## config.mk

```make
export PLATFORM = sky130hd
export DESIGN_NAME = capture_window_buffer
export DESIGN_NICKNAME = d
export VERILOG_FILES = /design/src/rtl/capwin_pkg.sv /design/src/rtl/capwin_ctrl.sv /design/src/rtl/capwin_dpath.sv /design/src/rtl/capture_window_buffer.sv
export SDC_FILE = /design/constraint.sdc
export NUM_CORES = 1
export LEC_CHECK = 0
export BUFFER_PORTS_ARGS = -buffer_cell sky130_fd_sc_hd__buf_2
export CAP_MARGIN = 0
export CORE_ASPECT_RATIO = 0.6
export CORE_MARGIN = 2
export CORE_UTILIZATION = 65
export CTS_BUF_LIST = sky130_fd_sc_hd__clkbuf_8
export CTS_CLUSTER_DIAMETER = 80
export DETAILED_ROUTE_END_ITERATION = 10
export PLACE_DENSITY = 0.88
export SLEW_MARGIN = 20
export SYNTH_ARGS = -nofsm -noshare
export SYNTH_HDL_FRONTEND = slang
export SYNTH_SLANG_ARGS = --single-unit
```

## constraint.sdc

```tcl
create_clock -name clk -period 5 [get_ports clk]
set_input_delay 0.25 -clock clk [delete_from_list [all_inputs] [get_ports clk]]
set_output_delay 0.25 -clock clk [all_outputs]
set_load 0.05 [all_outputs]
```

## src/rtl/capwin_pkg.sv

```systemverilog
package capwin_pkg;
  typedef struct packed {
    logic arm;        // configuration latched, window 0 armed
    logic wrEn;       // store sampleIn at the write address
    logic saveStart;  // record the oldest offset of the current window
  } strobe_t;
endpackage

```

## src/rtl/capwin_ctrl.sv

```systemverilog
module capwin_ctrl
  import capwin_pkg::*;
#(
  parameter int TOTAL_DEPTH  = 64,
  parameter int MAX_WIN_LOG2 = 3
) (
  input  logic clk,
  input  logic rstN,
  input  logic start,
  input  logic [$clog2(MAX_WIN_LOG2+1)-1:0] winLog2,
  input  logic [$clog2(TOTAL_DEPTH)-1:0]    trigPos,
  input  logic sampleEn,
  input  logic trigIn,
  output strobe_t strb,
  output logic [$clog2(TOTAL_DEPTH)-1:0]    wrAddr,
  output logic [$clog2(TOTAL_DEPTH)-1:0]    startOff,
  output logic [MAX_WIN_LOG2-1:0]           winIdx,
  output logic [$clog2(MAX_WIN_LOG2+1)-1:0] cfgLw,
  output logic done
);
  localparam int ADDR_W = $clog2(TOTAL_DEPTH);
  localparam int WIN_W  = MAX_WIN_LOG2;
  localparam int LW_W   = $clog2(MAX_WIN_LOG2+1);

  typedef enum logic [1:0] {S_IDLE, S_PRE, S_POST, S_DONE} state_t;

  state_t state;
  logic [ADDR_W-1:0] cfgPos, wrPtr, preCnt, postLeft, mask, maskNew;
  logic [LW_W-1:0]   lwNew;
  logic [WIN_W-1:0]  lastWin;
  logic writeNow, trigHit, closeNow;

  always_comb begin
    lwNew   = (int'(winLog2) > MAX_WIN_LOG2) ? LW_W'(MAX_WIN_LOG2) : winLog2;
    maskNew = ADDR_W'((TOTAL_DEPTH - 1) >> lwNew);
    mask    = ADDR_W'((TOTAL_DEPTH - 1) >> cfgLw);
    lastWin = WIN_W'((1 << cfgLw) - 1);
    writeNow = sampleEn && !start && (state == S_PRE || state == S_POST);
    trigHit  = writeNow && state == S_PRE && trigIn && (preCnt >= cfgPos);
    closeNow = (trigHit && cfgPos == mask) ||
               (writeNow && state == S_POST && postLeft == ADDR_W'(1));
    wrAddr   = (ADDR_W'(winIdx) << (ADDR_W - int'(cfgLw))) | (wrPtr & mask);
    startOff = (wrPtr - cfgPos) & mask;
    strb.arm       = start;
    strb.wrEn      = writeNow;
    strb.saveStart = trigHit;
    done = (state == S_DONE);
  end

  always_ff @(posedge clk or negedge rstN) begin
    if (!rstN) begin
      state    <= S_IDLE;
      cfgLw    <= '0;
      cfgPos   <= '0;
      wrPtr    <= '0;
      preCnt   <= '0;
      postLeft <= '0;
      winIdx   <= '0;
    end else if (start) begin
      state    <= S_PRE;
      cfgLw    <= lwNew;
      cfgPos   <= trigPos & maskNew;
      wrPtr    <= '0;
      preCnt   <= '0;
      postLeft <= '0;
      winIdx   <= '0;
    end else if (writeNow) begin
      wrPtr <= (wrPtr + ADDR_W'(1)) & mask;
      if (state == S_PRE && preCnt < cfgPos) preCnt <= preCnt + ADDR_W'(1);
      if (state == S_POST) postLeft <= postLeft - ADDR_W'(1);
      if (trigHit && !closeNow) begin
        state    <= S_POST;
        postLeft <= mask - cfgPos;
      end
      if (closeNow) begin
        if (winIdx == lastWin) begin
          state <= S_DONE;
        end else begin
          state  <= S_PRE;
          winIdx <= winIdx + WIN_W'(1);
          wrPtr  <= '0;
          preCnt <= '0;
        end
      end
    end
  end
endmodule

```

## src/rtl/capwin_dpath.sv

```systemverilog
module capwin_dpath
  import capwin_pkg::*;
#(
  parameter int TOTAL_DEPTH  = 64,
  parameter int MAX_WIN_LOG2 = 3,
  parameter int DATA_W       = 16
) (
  input  logic clk,
  input  logic rstN,
  input  strobe_t strb,
  input  logic [$clog2(TOTAL_DEPTH)-1:0]    wrAddr,
  input  logic [$clog2(TOTAL_DEPTH)-1:0]    startOff,
  input  logic [MAX_WIN_LOG2-1:0]           winIdx,
  input  logic [$clog2(MAX_WIN_LOG2+1)-1:0] cfgLw,
  input  logic [DATA_W-1:0]                 sampleIn,
  input  logic [MAX_WIN_LOG2-1:0]           rdWin,
  input  logic [$clog2(TOTAL_DEPTH)-1:0]    rdIdx,
  output logic [DATA_W-1:0]                 rdData
);
  localparam int ADDR_W  = $clog2(TOTAL_DEPTH);
  localparam int NUM_WIN = 1 << MAX_WIN_LOG2;

  logic [DATA_W-1:0] mem [TOTAL_DEPTH];
  logic [ADDR_W-1:0] oldest [NUM_WIN];
  logic [ADDR_W-1:0] rdMask, rdAddr;

  always_ff @(posedge clk) begin
    if (strb.wrEn) mem[wrAddr] <= sampleIn;
  end

  always_ff @(posedge clk or negedge rstN) begin
    if (!rstN) begin
      for (int i = 0; i < NUM_WIN; i++) oldest[i] <= '0;
    end else if (strb.saveStart) begin
      oldest[winIdx] <= startOff;
    end
  end

  always_comb begin
    rdMask = ADDR_W'((TOTAL_DEPTH - 1) >> cfgLw);
    rdAddr = (ADDR_W'(rdWin) << (ADDR_W - int'(cfgLw))) |
             ((oldest[rdWin] + rdIdx) & rdMask);
  end

  always_ff @(posedge clk) rdData <= mem[rdAddr];
endmodule

```

## src/rtl/capture_window_buffer.sv

```systemverilog
module capture_window_buffer
  import capwin_pkg::*;
#(
  parameter int TOTAL_DEPTH  = 64,
  parameter int MAX_WIN_LOG2 = 3,
  parameter int DATA_W       = 16,
  localparam int ADDR_W = $clog2(TOTAL_DEPTH),
  localparam int WIN_W  = MAX_WIN_LOG2,
  localparam int LW_W   = $clog2(MAX_WIN_LOG2+1)
) (
  input  logic              clk,
  input  logic              rstN,
  input  logic              start,
  input  logic [LW_W-1:0]   winLog2,
  input  logic [ADDR_W-1:0] trigPos,
  input  logic              sampleEn,
  input  logic [DATA_W-1:0] sampleIn,
  input  logic              trigIn,
  input  logic [WIN_W-1:0]  rdWin,
  input  logic [ADDR_W-1:0] rdIdx,
  output logic              done,
  output logic [DATA_W-1:0] rdData
);
  strobe_t           strb;
  logic [ADDR_W-1:0] wrAddr, startOff;
  logic [WIN_W-1:0]  winIdx;
  logic [LW_W-1:0]   cfgLw;

  capwin_ctrl #(.TOTAL_DEPTH(TOTAL_DEPTH), .MAX_WIN_LOG2(MAX_WIN_LOG2)) u_ctrl (
    .clk(clk), .rstN(rstN), .start(start), .winLog2(winLog2), .trigPos(trigPos),
    .sampleEn(sampleEn), .trigIn(trigIn), .strb(strb), .wrAddr(wrAddr),
    .startOff(startOff), .winIdx(winIdx), .cfgLw(cfgLw), .done(done)
  );

  capwin_dpath #(.TOTAL_DEPTH(TOTAL_DEPTH), .MAX_WIN_LOG2(MAX_WIN_LOG2), .DATA_W(DATA_W)) u_dpath (
    .clk(clk), .rstN(rstN), .strb(strb), .wrAddr(wrAddr), .startOff(startOff),
    .winIdx(winIdx), .cfgLw(cfgLw), .sampleIn(sampleIn), .rdWin(rdWin),
    .rdIdx(rdIdx), .rdData(rdData)
  );
endmodule

```

==> qor.yml <==
floorplanning:
  pin_count: 55
  die_area_um2: 71300
  start_util_pct: 65.9
  std_cell_rows: 74
  fp.dieW_um: 343
  fp.coreArea_um2: 68200
  fp.dieH_um: 208
pwr:
  peakVddDrop_mv: 0.385
  leakage_nw: 17.0
  power.density_nw_per_um2: 425
  totalPowerFinal_w: 0.0212
route:
  wl_mm: 111
  antenna_left: 0
  vias: 24100
  wl_per_cell_um: 32.1
  drtIter0Drc: 3635
  drtPass1Iterations: 6
  viasPerCell: 6.95
  drc_errors: 0
critical_path:
  worst_setup_path_start_kind: "flip-flop"
  critPathKind: "flip-flop to flip-flop"
  cp.required_ns: 5.62
  rrSetupSlack_ns: 0.21
  arrival_ns: 5.41
  critPathSlowestCell: "a21oi_1"
  critical_path.startpoint: "u_dpath.oldest[18]$_DFFE_PN0P_"
  r2r-start: "u_dpath.oldest[18]$_DFFE_PN0P_"
  r2r-end: "u_dpath.rdData[9]$_DFF_P_"
  path_cells: "mux4_2 > nand2_1 > o21ai_0 > ha_1 > fa_1 > o21ba_4 > buf_12 > buf_12 > buf_12 > mux4_2 > mux2_2 > a21oi_1 > o221ai_2"
  slowest_delay_ns: 0.76
  r2r_cells: 13
  critPathMaxFanout: 33
  cp_common_cell: "buf_12"
  critical_path.endpoint: "u_dpath.rdData[9]$_DFF_P_"
  cp-end-kind: "flip-flop"
yosys:
  syn_area_um2: 44900
  yosys.area.top_type: "edfxtp_1"
  synth_flop_cell: "edfxtp_1"
  synth_commonest_cells: "edfxtp_1 (1024), mux4_2 (268), mux2i_1 (144)"
  ys_types: 62
  ys_seq_area_share_pct: 73.5
  syn-mean-instance-area_um2: 20.4
  ys_top_cells_by_area: "edfxtp_1 (68%), mux4_2 (13%), dfrtp_1 (4.4%), mux2i_1 (3.2%), mux2_2 (1.9%)"
  ys_warn_count: 0
  syn_nets: 2269
  synth_most_common_cell: "edfxtp_1"
  synth-seq-cells: 1119
  synthCells: 2199
  postSynth.asyncResetShare_pct: 7.06
  yosys.area.top_type_share_pct: 68.4
  synth_edf_count: 1024
place:
  dp_cells: 3176
  dp_hpwl_mm: 67.5
  numPortBuffers: 54
  place_area_um2: 46900
  place.gp.congestion: 0.934
cells_and_area:
  fin_area_um2: 49900
  fill_cells: 3481
  area_growth_syn_to_layout_pct: 11.1
  fin_nets: 2497
  instances_no_fill: 3463
  drive_gt1_share_pct: 29.2
sta:
  maxSlewHeadroom_pct: 36.1
  rsz0062_at_grt: "no"
  finClkSkew_ns: 0.0476
  fin_crit_sh_pct: 95.9
  final_hold_viol_count: 0
  finalSetupViolations: 0
  setup_tns_ns: 0
  fmax_ghz: 0.209
  tightest_slew_ns: 0.952
  layout_min_cycle_time_ns: 4.79
  slew_violations: 0
run_status:
  status: "completed"
clocking:
  cts-htree-levels: 4
  clk_pin_slew_ns: 0.07
  cts_max_path_buffers: 3
  insertion_delay_ns: 0.77
  numCtsBuffers: 148
  clkSinkCount: 1119
  root_buffer: "clkbuf_8"
  ctsResizeCount: 0
  cts_tree: "built"
job:
  drv_cap: 0
global_routing:
  grt_overflow_total: 0
  grt_start_max_net_pins: 91
  antenna_found_initial: 3
  grt_first_pass_wirelength_mm: 161
  grt_use_total_pct: 31.7
  first_global_vias: 24100
hold_path:
  hold_path.class: "input pin to flip-flop"
## layout make-up
class	instances	area (um^2)	area share, %
Sequential cell	1119	33000	66.2
Timing Repair Buffer	186	1520	3.04
Antenna cell	2	5.00	0.0100
Clock inverter	110	607	1.22
Tap cell	912	1140	2.29
Clock buffer	162	2230	4.47
Multi-Input combinational cell	939	11300	22.5
Inverter	33	124	0.248
## logic make-up after synthesis
family | Yosys count | share of synthesized area (%)
AO/OA/AOI/OAI | 146 | 2.45
XOR/XNOR | 17 | 0.362
adder cells (fa/ha/maj) | 32 | 0.924
buffers and inverters | 141 | 1.54
flip-flops | 1119 | 73.5
multiplexers | 489 | 18.6
AND/OR/NAND/NOR | 255 | 2.62
## worst min-delay path by stage
stage	depth (start not counted)	to	slack [ns]	from
global route	1	u_dpath.mem[46][10]$_DFFE_PP_	0.05	sampleIn[10]
floorplan	0	u_ctrl.cfgLw[0]$_DFFE_PN0P_	-0.05	rstN
detailed placement	3	u_ctrl.cfgPos[1]$_DFFE_PN0P_	0.47	trigPos[1]
finish	1	u_dpath.mem[23][13]$_DFFE_PP_	0.06	sampleIn[13]
global placement	1	u_ctrl.preCnt[5]$_DFFE_PN0P_	0.45	rstN
CTS	3	u_ctrl.cfgLw[1]$_DFFE_PN0P_	0.01	start
## through the flow
stage | utilization [%] | hold slack [ns] | worst slack, ns
finish | 73.2 | 0.0567 | 0.205
global route | 73.2 | 0.0457 | 0.0529
CTS | 73.1 | 0.00954 | 0.335
detailed placement | 68.7 | 0.467 | -0.0488
global placement | 68.7 | 0.447 | -0.00449
floorplan | - | -0.0456 | 1.19
## placed cells by master, fill, tap and decap left out, types with 4 or more instances in the layout
| cell | count |
|---|---|
| o21ai_0 | 27 |
| mux2_2 | 76 |
| dfrtp_1 | 79 |
| clkinvlp_4 | 6 |
| dfxtp_1 | 16 |
| inv_1 | 79 |
| dlygate4sd3_1 | 13 |
| nor2_1 | 129 |
| nand3_1 | 7 |
| clkbuf_8 | 162 |
| o21a_1 | 6 |
| clkinv_2 | 14 |
| nor2b_1 | 12 |
| buf_2 | 41 |
| mux2i_1 | 144 |
| a21oi_1 | 46 |
| buf_12 | 15 |
| o221ai_2 | 11 |
| nand3b_1 | 4 |
| xnor2_1 | 6 |
| a21o_1 | 7 |
| edfxtp_1 | 1024 |
| and3_1 | 4 |
| nand4_1 | 8 |
| nor3_1 | 7 |
| buf_4 | 116 |
| o32ai_1 | 6 |
| nand2_1 | 48 |
| clkinv_1 | 36 |
| a22oi_1 | 7 |
| bufinv_16 | 5 |
| ha_1 | 30 |
| and2_1 | 10 |
| o221ai_1 | 5 |
| xor2_1 | 10 |
| mux4_2 | 268 |
| a22oi_2 | 11 |
| nand2b_1 | 8 |
## per-layer routing
| layer | global-route usage [%] | share of wire [%] | vias up | wire length [um] |
|---|---|---|---|---|
| met5 | 0 | 0.0072 | - | 8 |
| met4 | 10.5 | 3.4 | 2 | 3760 |
| met3 | 10.0 | 15 | 275 | 16600 |
| met2 | 46.5 | 46 | 2062 | 50900 |
| met1 | 46.2 | 36 | 12300 | 40000 |
| li1 | - | - | 9460 | - |
## sequential cells by signal (all words and copies together) (netlist names)
signal	cells
u_ctrl.cfgLw	2
u_ctrl.cfgPos	6
u_ctrl.postLeft	6
u_dpath.mem	1024
u_ctrl.state	2
u_ctrl.preCnt	6
u_dpath.rdData	16
u_ctrl.winIdx	3
u_ctrl.wrPtr	6
u_dpath.oldest	48
## critical path, delay by kind of cell, from the launching register on
kind                     cells  cell delay [ns]
flip-flops                   1             0.40
buffers and inverters        3             0.74
AO/OA/AOI/OAI                4             1.56
AND/OR/NAND/NOR              1             0.10
adder cells (fa/ha/maj)      2             0.69
multiplexers                 3             1.07
## power breakdown
part / switching, W / internal, W
Clock: 0.00339 / 0.00325
Sequential: 0.0000783 / 0.0103
Combinational: 0.00252 / 0.00161
## repair_timing
action	4_1_cts	5_1_grt
hold endpoints to repair	88	0
buffers inserted	0	0
endpoints found under the setup margin	0	0
hold buffers	13	0
No activity file was read; power rests on OpenSTA's default activity.
